**config.mk**
```make
export PLATFORM = sky130hd
export DESIGN_NAME = cfg_sel_top
export DESIGN_NICKNAME = d
export VERILOG_FILES = /design/src/rtl/cfg_sel_pkg.sv /design/src/rtl/cfg_epoch_seq.sv /design/src/rtl/cfg_round_judge.sv /design/src/rtl/cfg_vote_tally.sv /design/src/rtl/cfg_sel_top.sv
export SDC_FILE = /design/constraint.sdc
export NUM_CORES = 1
export LEC_CHECK = 0
export ABC_AREA = 0
export BUFFER_PORTS_ARGS = -buffer_cell sky130_fd_sc_hd__buf_2
export CORE_MARGIN = 4
export CORE_UTILIZATION = 50
export CTS_CLUSTER_SIZE = 28
export DETAILED_ROUTE_END_ITERATION = 8
export PLACE_DENSITY = 0.77
export SKIP_LAST_GASP = 1
export SYNTH_ARGS = -nofsm -noshare
export SYNTH_HDL_FRONTEND = slang
export SYNTH_SLANG_ARGS = --single-unit
```
**constraint.sdc**
```tcl
create_clock -name clk -period 13.8 [get_ports clk]
set_input_delay 2.76 -clock clk [delete_from_list [all_inputs] [get_ports clk]]
set_output_delay 2.76 -clock clk [all_outputs]
set_load 0.005 [all_outputs]
```
**src/rtl/cfg_sel_pkg.sv**
```systemverilog
package cfg_sel_pkg;

    localparam int CAND_IDX_W = 4;
    localparam int TALLY_W    = 8;
    localparam int SPREAD_MAX = 8;

    typedef logic [CAND_IDX_W-1:0] cand_idx_t;
    typedef logic [TALLY_W-1:0]    tally_t;
    typedef logic [SPREAD_MAX-1:0] spread_t;

    typedef enum logic {
        PH_RUN    = 1'b0,
        PH_SAMPLE = 1'b1
    } phase_e;

    typedef struct packed {
        logic      done;
        cand_idx_t winner;
    } round_res_t;

    typedef struct packed {
        phase_e    phase;
        logic      trial_last;
        logic      round_last;
        cand_idx_t cand;
    } seq_state_t;

    // True when candidate a must replace the current best b in the vote.
    function automatic logic vote_beats(tally_t cnt_a, spread_t spr_a,
                                        tally_t cnt_b, spread_t spr_b);
        return (cnt_a > cnt_b) || ((cnt_a == cnt_b) && (spr_a > spr_b));
    endfunction

endpackage

```
**src/rtl/cfg_epoch_seq.sv**
```systemverilog
module cfg_epoch_seq
    import cfg_sel_pkg::*;
#(
    parameter int EPOCH_CYCLES = 1000000,
    parameter int TRIAL_CYCLES = 1000,
    parameter int NUM_CAND     = 3
) (
    input  logic       clk,
    input  logic       rst,
    output seq_state_t st_o
);
    localparam int EP_W = $clog2(EPOCH_CYCLES + 1);
    localparam int TR_W = $clog2(TRIAL_CYCLES + 1);

    logic [EP_W-1:0] ep_q;
    logic [TR_W-1:0] tr_q;
    cand_idx_t       cand_q;
    phase_e          ph_q;

    logic ep_wrap, tr_end, cand_end;

    assign ep_wrap  = (ep_q == EP_W'(EPOCH_CYCLES - 1));
    assign tr_end   = (tr_q == TR_W'(TRIAL_CYCLES - 1));
    assign cand_end = (cand_q == cand_idx_t'(NUM_CAND - 1));

    always_ff @(posedge clk) begin
        if (rst) begin
            ep_q   <= EP_W'(EPOCH_CYCLES - 1);
            tr_q   <= '0;
            cand_q <= '0;
            ph_q   <= PH_RUN;
        end else begin
            ep_q <= ep_wrap ? '0 : ep_q + 1'b1;
            unique case (ph_q)
                PH_RUN: begin
                    if (ep_wrap) begin
                        ph_q   <= PH_SAMPLE;
                        tr_q   <= '0;
                        cand_q <= '0;
                    end
                end
                PH_SAMPLE: begin
                    if (tr_end) begin
                        tr_q <= '0;
                        if (cand_end) begin
                            ph_q   <= PH_RUN;
                            cand_q <= '0;
                        end else begin
                            cand_q <= cand_q + 1'b1;
                        end
                    end else begin
                        tr_q <= tr_q + 1'b1;
                    end
                end
                default: ph_q <= PH_RUN;
            endcase
        end
    end

    always_comb begin
        st_o.phase      = ph_q;
        st_o.cand       = cand_q;
        st_o.trial_last = (ph_q == PH_SAMPLE) && tr_end;
        st_o.round_last = (ph_q == PH_SAMPLE) && tr_end && cand_end;
    end

endmodule

```
**src/rtl/cfg_round_judge.sv**
```systemverilog
module cfg_round_judge
    import cfg_sel_pkg::*;
#(
    parameter int INC_W        = 8,
    parameter int TRIAL_CYCLES = 1000
) (
    input  logic             clk,
    input  logic             rst,
    input  seq_state_t       st_i,
    input  logic [INC_W-1:0] perf_inc_i,
    output round_res_t       res_o
);
    localparam int ACC_W = INC_W + $clog2(TRIAL_CYCLES + 1);

    logic [ACC_W-1:0] acc_q;
    logic [ACC_W-1:0] best_q;
    cand_idx_t        best_idx_q;
    logic [ACC_W-1:0] sum_now;
    logic             take;

    assign sum_now = acc_q + ACC_W'(perf_inc_i);
    // First candidate of a round always seeds the best; later ones need a strict win.
    assign take    = (st_i.cand == '0) || (sum_now > best_q);

    always_ff @(posedge clk) begin
        if (rst) begin
            acc_q      <= '0;
            best_q     <= '0;
            best_idx_q <= '0;
        end else if (st_i.phase == PH_SAMPLE) begin
            if (st_i.trial_last) begin
                acc_q <= '0;
                if (take) begin
                    best_q     <= sum_now;
                    best_idx_q <= st_i.cand;
                end
            end else begin
                acc_q <= sum_now;
            end
        end
    end

    always_comb begin
        res_o.done   = st_i.round_last;
        res_o.winner = take ? st_i.cand : best_idx_q;
    end

endmodule

```
**src/rtl/cfg_vote_tally.sv**
```systemverilog
module cfg_vote_tally
    import cfg_sel_pkg::*;
#(
    parameter int                       NUM_CAND    = 3,
    parameter int                       ROUNDS      = 5,
    parameter int                       SPREAD_W    = 4,
    parameter logic [NUM_CAND*SPREAD_W-1:0] CAND_SPREAD = 12'h124,
    parameter int                       INIT_CFG    = 0
) (
    input  logic       clk,
    input  logic       rst,
    input  round_res_t res_i,
    output cand_idx_t  active_o
);
    tally_t    tally_q  [NUM_CAND];
    tally_t    tally_nx [NUM_CAND];
    spread_t   spr      [NUM_CAND];
    tally_t    rnd_q;
    cand_idx_t active_q;
    cand_idx_t pick;
    logic      final_rnd;

    for (genvar g = 0; g < NUM_CAND; g++) begin : g_cand
        assign spr[g]      = spread_t'(CAND_SPREAD[g*SPREAD_W +: SPREAD_W]);
        assign tally_nx[g] = tally_q[g] +
                             tally_t'(res_i.done && (res_i.winner == cand_idx_t'(g)));
    end

    assign final_rnd = res_i.done && (rnd_q == tally_t'(ROUNDS - 1));

    always_comb begin
        tally_t  bc;
        spread_t bs;
        pick = '0;
        bc   = tally_nx[0];
        bs   = spr[0];
        for (int i = 1; i < NUM_CAND; i++) begin
            if (vote_beats(tally_nx[i], spr[i], bc, bs)) begin
                pick = cand_idx_t'(i);
                bc   = tally_nx[i];
                bs   = spr[i];
            end
        end
    end

    always_ff @(posedge clk) begin
        if (rst) begin
            for (int i = 0; i < NUM_CAND; i++) tally_q[i] <= '0;
            rnd_q    <= '0;
            active_q <= cand_idx_t'(INIT_CFG);
        end else if (final_rnd) begin
            for (int i = 0; i < NUM_CAND; i++) tally_q[i] <= '0;
            rnd_q    <= '0;
            active_q <= pick;
        end else if (res_i.done) begin
            for (int i = 0; i < NUM_CAND; i++) tally_q[i] <= tally_nx[i];
            rnd_q    <= rnd_q + 1'b1;
        end
    end

    assign active_o = active_q;

endmodule

```
**src/rtl/cfg_sel_top.sv**
```systemverilog
module cfg_sel_top
    import cfg_sel_pkg::*;
#(
    parameter int                       EPOCH_CYCLES = 1000000,
    parameter int                       TRIAL_CYCLES = 1000,
    parameter int                       ROUNDS       = 5,
    parameter int                       NUM_CAND     = 3,
    parameter int                       INC_W        = 8,
    parameter int                       SPREAD_W     = 4,
    parameter logic [NUM_CAND*SPREAD_W-1:0] CAND_SPREAD = 12'h124,
    parameter int                       INIT_CFG     = 0
) (
    input  logic                  clk,
    input  logic                  rst,
    input  logic [INC_W-1:0]      perf_inc_i,
    output logic [CAND_IDX_W-1:0] cfg_o,
    output logic                  sampling_o
);
    seq_state_t st;
    round_res_t res;
    cand_idx_t  active;

    cfg_epoch_seq #(
        .EPOCH_CYCLES(EPOCH_CYCLES),
        .TRIAL_CYCLES(TRIAL_CYCLES),
        .NUM_CAND    (NUM_CAND)
    ) u_seq (
        .clk (clk),
        .rst (rst),
        .st_o(st)
    );

    cfg_round_judge #(
        .INC_W       (INC_W),
        .TRIAL_CYCLES(TRIAL_CYCLES)
    ) u_judge (
        .clk       (clk),
        .rst       (rst),
        .st_i      (st),
        .perf_inc_i(perf_inc_i),
        .res_o     (res)
    );

    cfg_vote_tally #(
        .NUM_CAND   (NUM_CAND),
        .ROUNDS     (ROUNDS),
        .SPREAD_W   (SPREAD_W),
        .CAND_SPREAD(CAND_SPREAD),
        .INIT_CFG   (INIT_CFG)
    ) u_vote (
        .clk     (clk),
        .rst     (rst),
        .res_i   (res),
        .active_o(active)
    );

    assign sampling_o = (st.phase == PH_SAMPLE);
    assign cfg_o      = sampling_o ? st.cand : active;

endmodule

```
* Yosys cells after proc, flatten, opt, wreduce, memory -nomap -nowiden
Memories as Yosys holds them, arrays and structs flattened.
Cells that the tools add are included.
** Operators by class
- Add/sub/neg operators :: 8
- Order comparisons :: 4
- Eq/ne operators :: 9
- Multiplexer cells :: 34
- Bitwise operators :: 7
- Reduce and logical (&&, ||, !) cells :: 16
** Operator list (count)
- $mux 8 :: 7
- $add 8x1->8 :: 3
- $mux 4 :: 6
- $add 20x1->20 const B :: 1
- $eq 20x20->1 const B :: 1
- $mux 10 :: 2
- $mux 20 :: 1
- $pmux 10 s2 :: 1
- $add 18x8->18 :: 1
- $gt 18x18->1 :: 1
- $mux 18 :: 1
- $gt 8x8->1 :: 2
- $mux 1 :: 13
- $add 10x1->10 const B :: 1
- $eq 10x10->1 const B :: 1
- $add 8x1->8 const B :: 1
- $eq 4x2->1 const B :: 2
- $eq 8x3->1 const B :: 1
- $eq 8x8->1 :: 1
- $gt 1x8->1 const A :: 1
- $logic_not 4->1 :: 2
- $pmux 4 s2 :: 1
- $logic_and 1x1->1 :: 7
- $or 1x1->1 :: 6
- 11 further kinds :: 14
** Word-level totals
- Register bits :: 87
- Bits in writable memories :: 24
- Input bits :: 10
- Output and inout port bits :: 5
- Word-level logic and storage cells :: 89
- Memories kept :: 1
** Memory list
- u_vote.tally_q :: depth 3, bits a word 8, read ports 3, clocked after Yosys merged registers in 0, wr ports 3, RTL line cfg_vote_tally.sv:15 : tally_t tally_q [NUM_CAND];

* Depth between registers and ports, before layout
- Depth in word-level cells :: 13
- Gate-level depth with buffers :: 35
- Mapped depth without buffers :: 35

* Cells and area by module
A second synthesis with hierarchy kept.
** Second synthesis, totals
- Cells, all modules :: 807
- Area total of the unflattened synthesis :: 7114.3 um2
** By module, submodules not included
- cfg_round_judge :: times used 1, cells an instance 351, area each 2896.5 um2, sequential area each 800.8 um2
- cfg_vote_tally :: times used 1, cells an instance 225, area each 2233.4 um2, sequential area each 920.9 um2
- cfg_epoch_seq :: times used 1, cells an instance 227, area each 1939.4 um2, sequential area each 700.7 um2
- cfg_sel_top :: times used 1, cells an instance 4, area each 45.0 um2, sequential area each 0.0 um2

* Least setup slack after synthesis
Ideal clock, no wire load.
- Path type :: input to register
- Start :: input perf_inc_i[0]
- End :: register u_vote.active_q[0] (netlist: u_vote.active_o[0])
- Library setup time :: 101 ps
- Data arrival time :: 9281 ps
- Required time :: 13699 ps
- Setup slack :: 4418 ps
- Stages :: 33
- Buffers on the path :: 1
- Cells stage by stage :: ha_1 > inv_1 > fa_1 > nor2b_1 > o31a_1 > o211a_1 > or2_2 > clkbuf_1 > xor2_1 > ha_1 > a21o_1 > a21o_1 > a211oi_1 > a21boi_0 > nor4_1 > ha_1 > and3_1 > nand3_1 > xor2_1 > inv_1 > ha_1 > a21o_1 > maj3_1 > a221o_1 > o21ai_2 > mux2_2 > ha_1 > a21oi_1 > nor2b_1 > o21ai_0 > nand2b_1 > o22a_1 > o41ai_1
** RTL lines
- start, declared :: RTL line cfg_sel_top.sv:15 : input logic [INC_W-1:0] perf_inc_i,
- end signal, assigned :: RTL line cfg_vote_tally.sv:50 : active_q <= cand_idx_t'(INIT_CFG);
- end signal, assigned :: RTL line cfg_vote_tally.sv:54 : active_q <= pick;
- end, declared :: RTL line cfg_vote_tally.sv:19 : cand_idx_t active_q;

==> metrics.cfg <==
[critical_path]
crit_slowest_cell=a22oi_1
crit_path_start_kind=input pin
cp-end-kind=flip-flop
required_ns=14.04
critPathMaxStageDelay_ns=0.49
timing.rr.end=u_vote.active_o[0]
worstPathMaxFanout=8
r2r_slack_ns=5.94
rr_worst_depth=32
r2r-start=u_judge.acc_q[0]
path_class=in -> reg
critPathArrivalTime_ns=10.31
crit_top_cell=ha_1

[sta]
clock.fmax_ghz=0.0994
holdWs_ns=0.473
rsz0062_at_grt=no
hold_violations=0
fin_setup_tns_ns=0
max_slew_margin_pct=30.6
setup_viol=0
postLayoutSetupSlackWorst_ns=3.74
fin_crit_sh_pct=72.9
worst_clock_skew_ns=0.00571
final-max-slew-violation-count=0
fin_crit_ns=10.06
tightest_slew_ns=1.04

[drt]
wl_um=12800
wl_per_cell_um=14.5
drc=0
num_vias=5044
routed_via_density=5.69
drtPass1Iterations=6
ant_nets=0
first_iter_violations=394

[global_routing]
antenna_found_initial=0
grt_max_degree=59
grt_overflow=0
grt_usage_pct=18.7
first_global_vias=4916
grt_pass1_wl_um=22400

[logic_synthesis]
yosys_most_used_dff=dfxtp_1
synth_edf_count=24
yosysUniqueCellTypes=58
ys_async_sr_fraction_pct=0
synth_area_leaders=dfxtp_1 27%, edfxtp_1 12%, ha_1 10%, nor2_1 6.0%, xor2_1 5.2%
syn_avg_cell_area_um2=8.81
syn_nets=771
synth_top_cell_area_share_pct=27.2
synth.largest_area_cell=dfxtp_1
ys_seq_area_share_pct=38.7
synth_area_um2=6250
synth_warnings=0
syn_inst=710
synth_seq_cells=109

[power_and_ir_drop]
ir_drop_mv=0.0771
p_sw_share_pct=30.9
internal-power_mw=0.587
p_leak_nw=2.64
comb_power_share_pct=24.8
p_seq_share_pct=43.6
p_clk_share_pct=31.6
p_switching_mw=0.262
power_density_nw_per_um2=125

[clocking]
clk_latency_ns=0.35
htree_num_levels=3
cts_buffer_depth=2
cts_tree=done
clock-sinks=109
postCtsResizedCells=0
cts_made_buffers=9
cts_hold_buffers=0
ctsRootBufferMaster=clkbuf_16
clk_pin_slew_worst_paths_ns=0.07
cts_setup_buffers=0

[floorplan]
die_w_um=120
initial_core_util_pct=51.6
fp-row-count=40
dieHeight_um=120
die_area_um2=14400
ioPinCount=15
core_area_um2=12100

[run]
cap_violations=0

[min_path]
whs_path_depth=2
hold_path_startpoint=u_judge.acc_q[0]
whs_endpoint=u_judge.acc_q[0]
min_path_type=reg -> reg

[placed_design]
place_ws_ns=3.53
place.gp.congestion=0.868
hpwlAfterDp_um=9060
place.port_buffers=14

[final_layout]
diodes=0
final_cell_mix=100 x nor2_1, 85 x dfxtp_1, 50 x ha_1
syn2layout_area_growth_pct=8.18
n_fill_cell=1109
drive_above_1_share_pct=7.24
final_nets=774
final_common_cell=nor2_1

[run_status]
status=completed

-- kinds of logic (layout without fill, tap and decap cells) --
kind of cell / after synthesis / count (layout) / synth area share [%]
AND/OR/NAND/NOR: 274 / 274 / 21.6
AO/OA/AOI/OAI: 125 / 125 / 12.6
flip-flops: 109 / 109 / 38.7
buffers and inverters: 67 / 75 / 4.38
XOR/XNOR: 62 / 62 / 8.69
adder cells (fa/ha/maj): 52 / 52 / 10.5
multiplexers: 21 / 21 / 3.52
-- cells in the mapped netlist (10+ instances only) --
| cell | n |
|---|---|
| nor3_1 | 10 |
| a22oi_1 | 13 |
| nand2_1 | 42 |
| a21oi_1 | 30 |
| o21ai_0 | 33 |
| a21o_1 | 12 |
| edfxtp_1 | 24 |
| dfxtp_1 | 85 |
| and3_1 | 12 |
| nor2_1 | 100 |
| nor2b_1 | 10 |
| xnor2_1 | 25 |
| ha_1 | 50 |
| xor2_1 | 37 |
| nand3_1 | 34 |
| nand4_1 | 20 |
| clkbuf_1 | 17 |
| inv_1 | 40 |
| mux2i_1 | 13 |
-- through the flow --
| stage | instance area, µm² | util (%) | power [mW] | cells |
|---|---|---|---|---|
| 6_report | 6760 | 55.8 | 0.849 | 886 |
| 5_1_grt | 6760 | 55.8 | 0.898 | 886 |
| 4_1_cts | 6760 | 55.8 | 0.856 | 886 |
| 3_5_place_dp | 6450 | 53.2 | 0.585 | 870 |
| 3_3_place_gp | 6450 | 53.2 | 0.575 | 870 |
| 2_1_floorplan | 6250 | - | 0.533 | 710 |
-- worst max-delay path by stage --
stage          slack (ns)  cells past startpoint     startpoint                  to
2_1_floorplan        4.42                     33  perf_inc_i[0]  u_vote.active_o[0]
3_3_place_gp         3.78                     33  perf_inc_i[6]  u_vote.active_o[1]
3_5_place_dp         3.53                     33  perf_inc_i[0]  u_vote.active_o[0]
4_1_cts              3.80                     33  perf_inc_i[0]  u_vote.active_o[0]
5_1_grt              3.06                     32  perf_inc_i[1]  u_vote.active_o[0]
6_report             3.74                     32  perf_inc_i[1]  u_vote.active_o[0]
-- registers in the layout (all words and copies together) (netlist names) --
| name | count |
|---|---|
| u_seq.ph_q | 1 |
| u_judge.best_idx_q | 4 |
| u_judge.best_q | 18 |
| u_seq.cand_q | 4 |
| u_vote.active_o | 2 |
| u_seq.tr_q | 10 |
| u_vote.tally_q | 24 |
| u_seq.ep_q | 20 |
| u_vote.rnd_q | 8 |
| u_judge.acc_q | 18 |
-- worst max-delay path: cells and delay by family --
| family | cells | cell delay [ns] |
|---|---|---|
| mux | 1 | 0.39 |
| buf+inv | 2 | 0.19 |
| xor+xnor | 2 | 0.48 |
| simple gates | 6 | 1.03 |
| compound gates | 15 | 3.61 |
| fa+ha+maj | 6 | 1.83 |
-- routing by layer --
metal	routed length, µm	vias up	share of wire, %	GRT usage (%)
li1	-	2507	-	-
met1	5990	2392	47	23.7
met2	6100	126	48	31.1
met3	460	19	3.6	3.58
met4	276	0	2.2	7.80
met5	0	-	0	0
-- power by group through the flow --
stage / sequential, mW / clock [mW] / combinational (mW)
final: 0.370 / 0.268 / 0.210
after global routing: 0.374 / 0.286 / 0.237
after CTS: 0.370 / 0.275 / 0.210
after detailed placement: 0.377 / 0 / 0.208
after global placement: 0.376 / 0 / 0.199
after floorplan: 0.370 / 0 / 0.163
-- layout make-up --
cell class | count | area (µm²) | share of cell area (%)
multi-input combinational | 534 | 3560 | 52.7
sequential | 109 | 2420 | 35.8
clock buffer | 13 | 293 | 4.33
tap | 168 | 210 | 3.11
inverter | 41 | 154 | 2.28
timing repair buffer | 18 | 100 | 1.48
clock inverter | 3 | 22.5 | 0.333
Note: power is estimated with default switching activity, not from simulation.
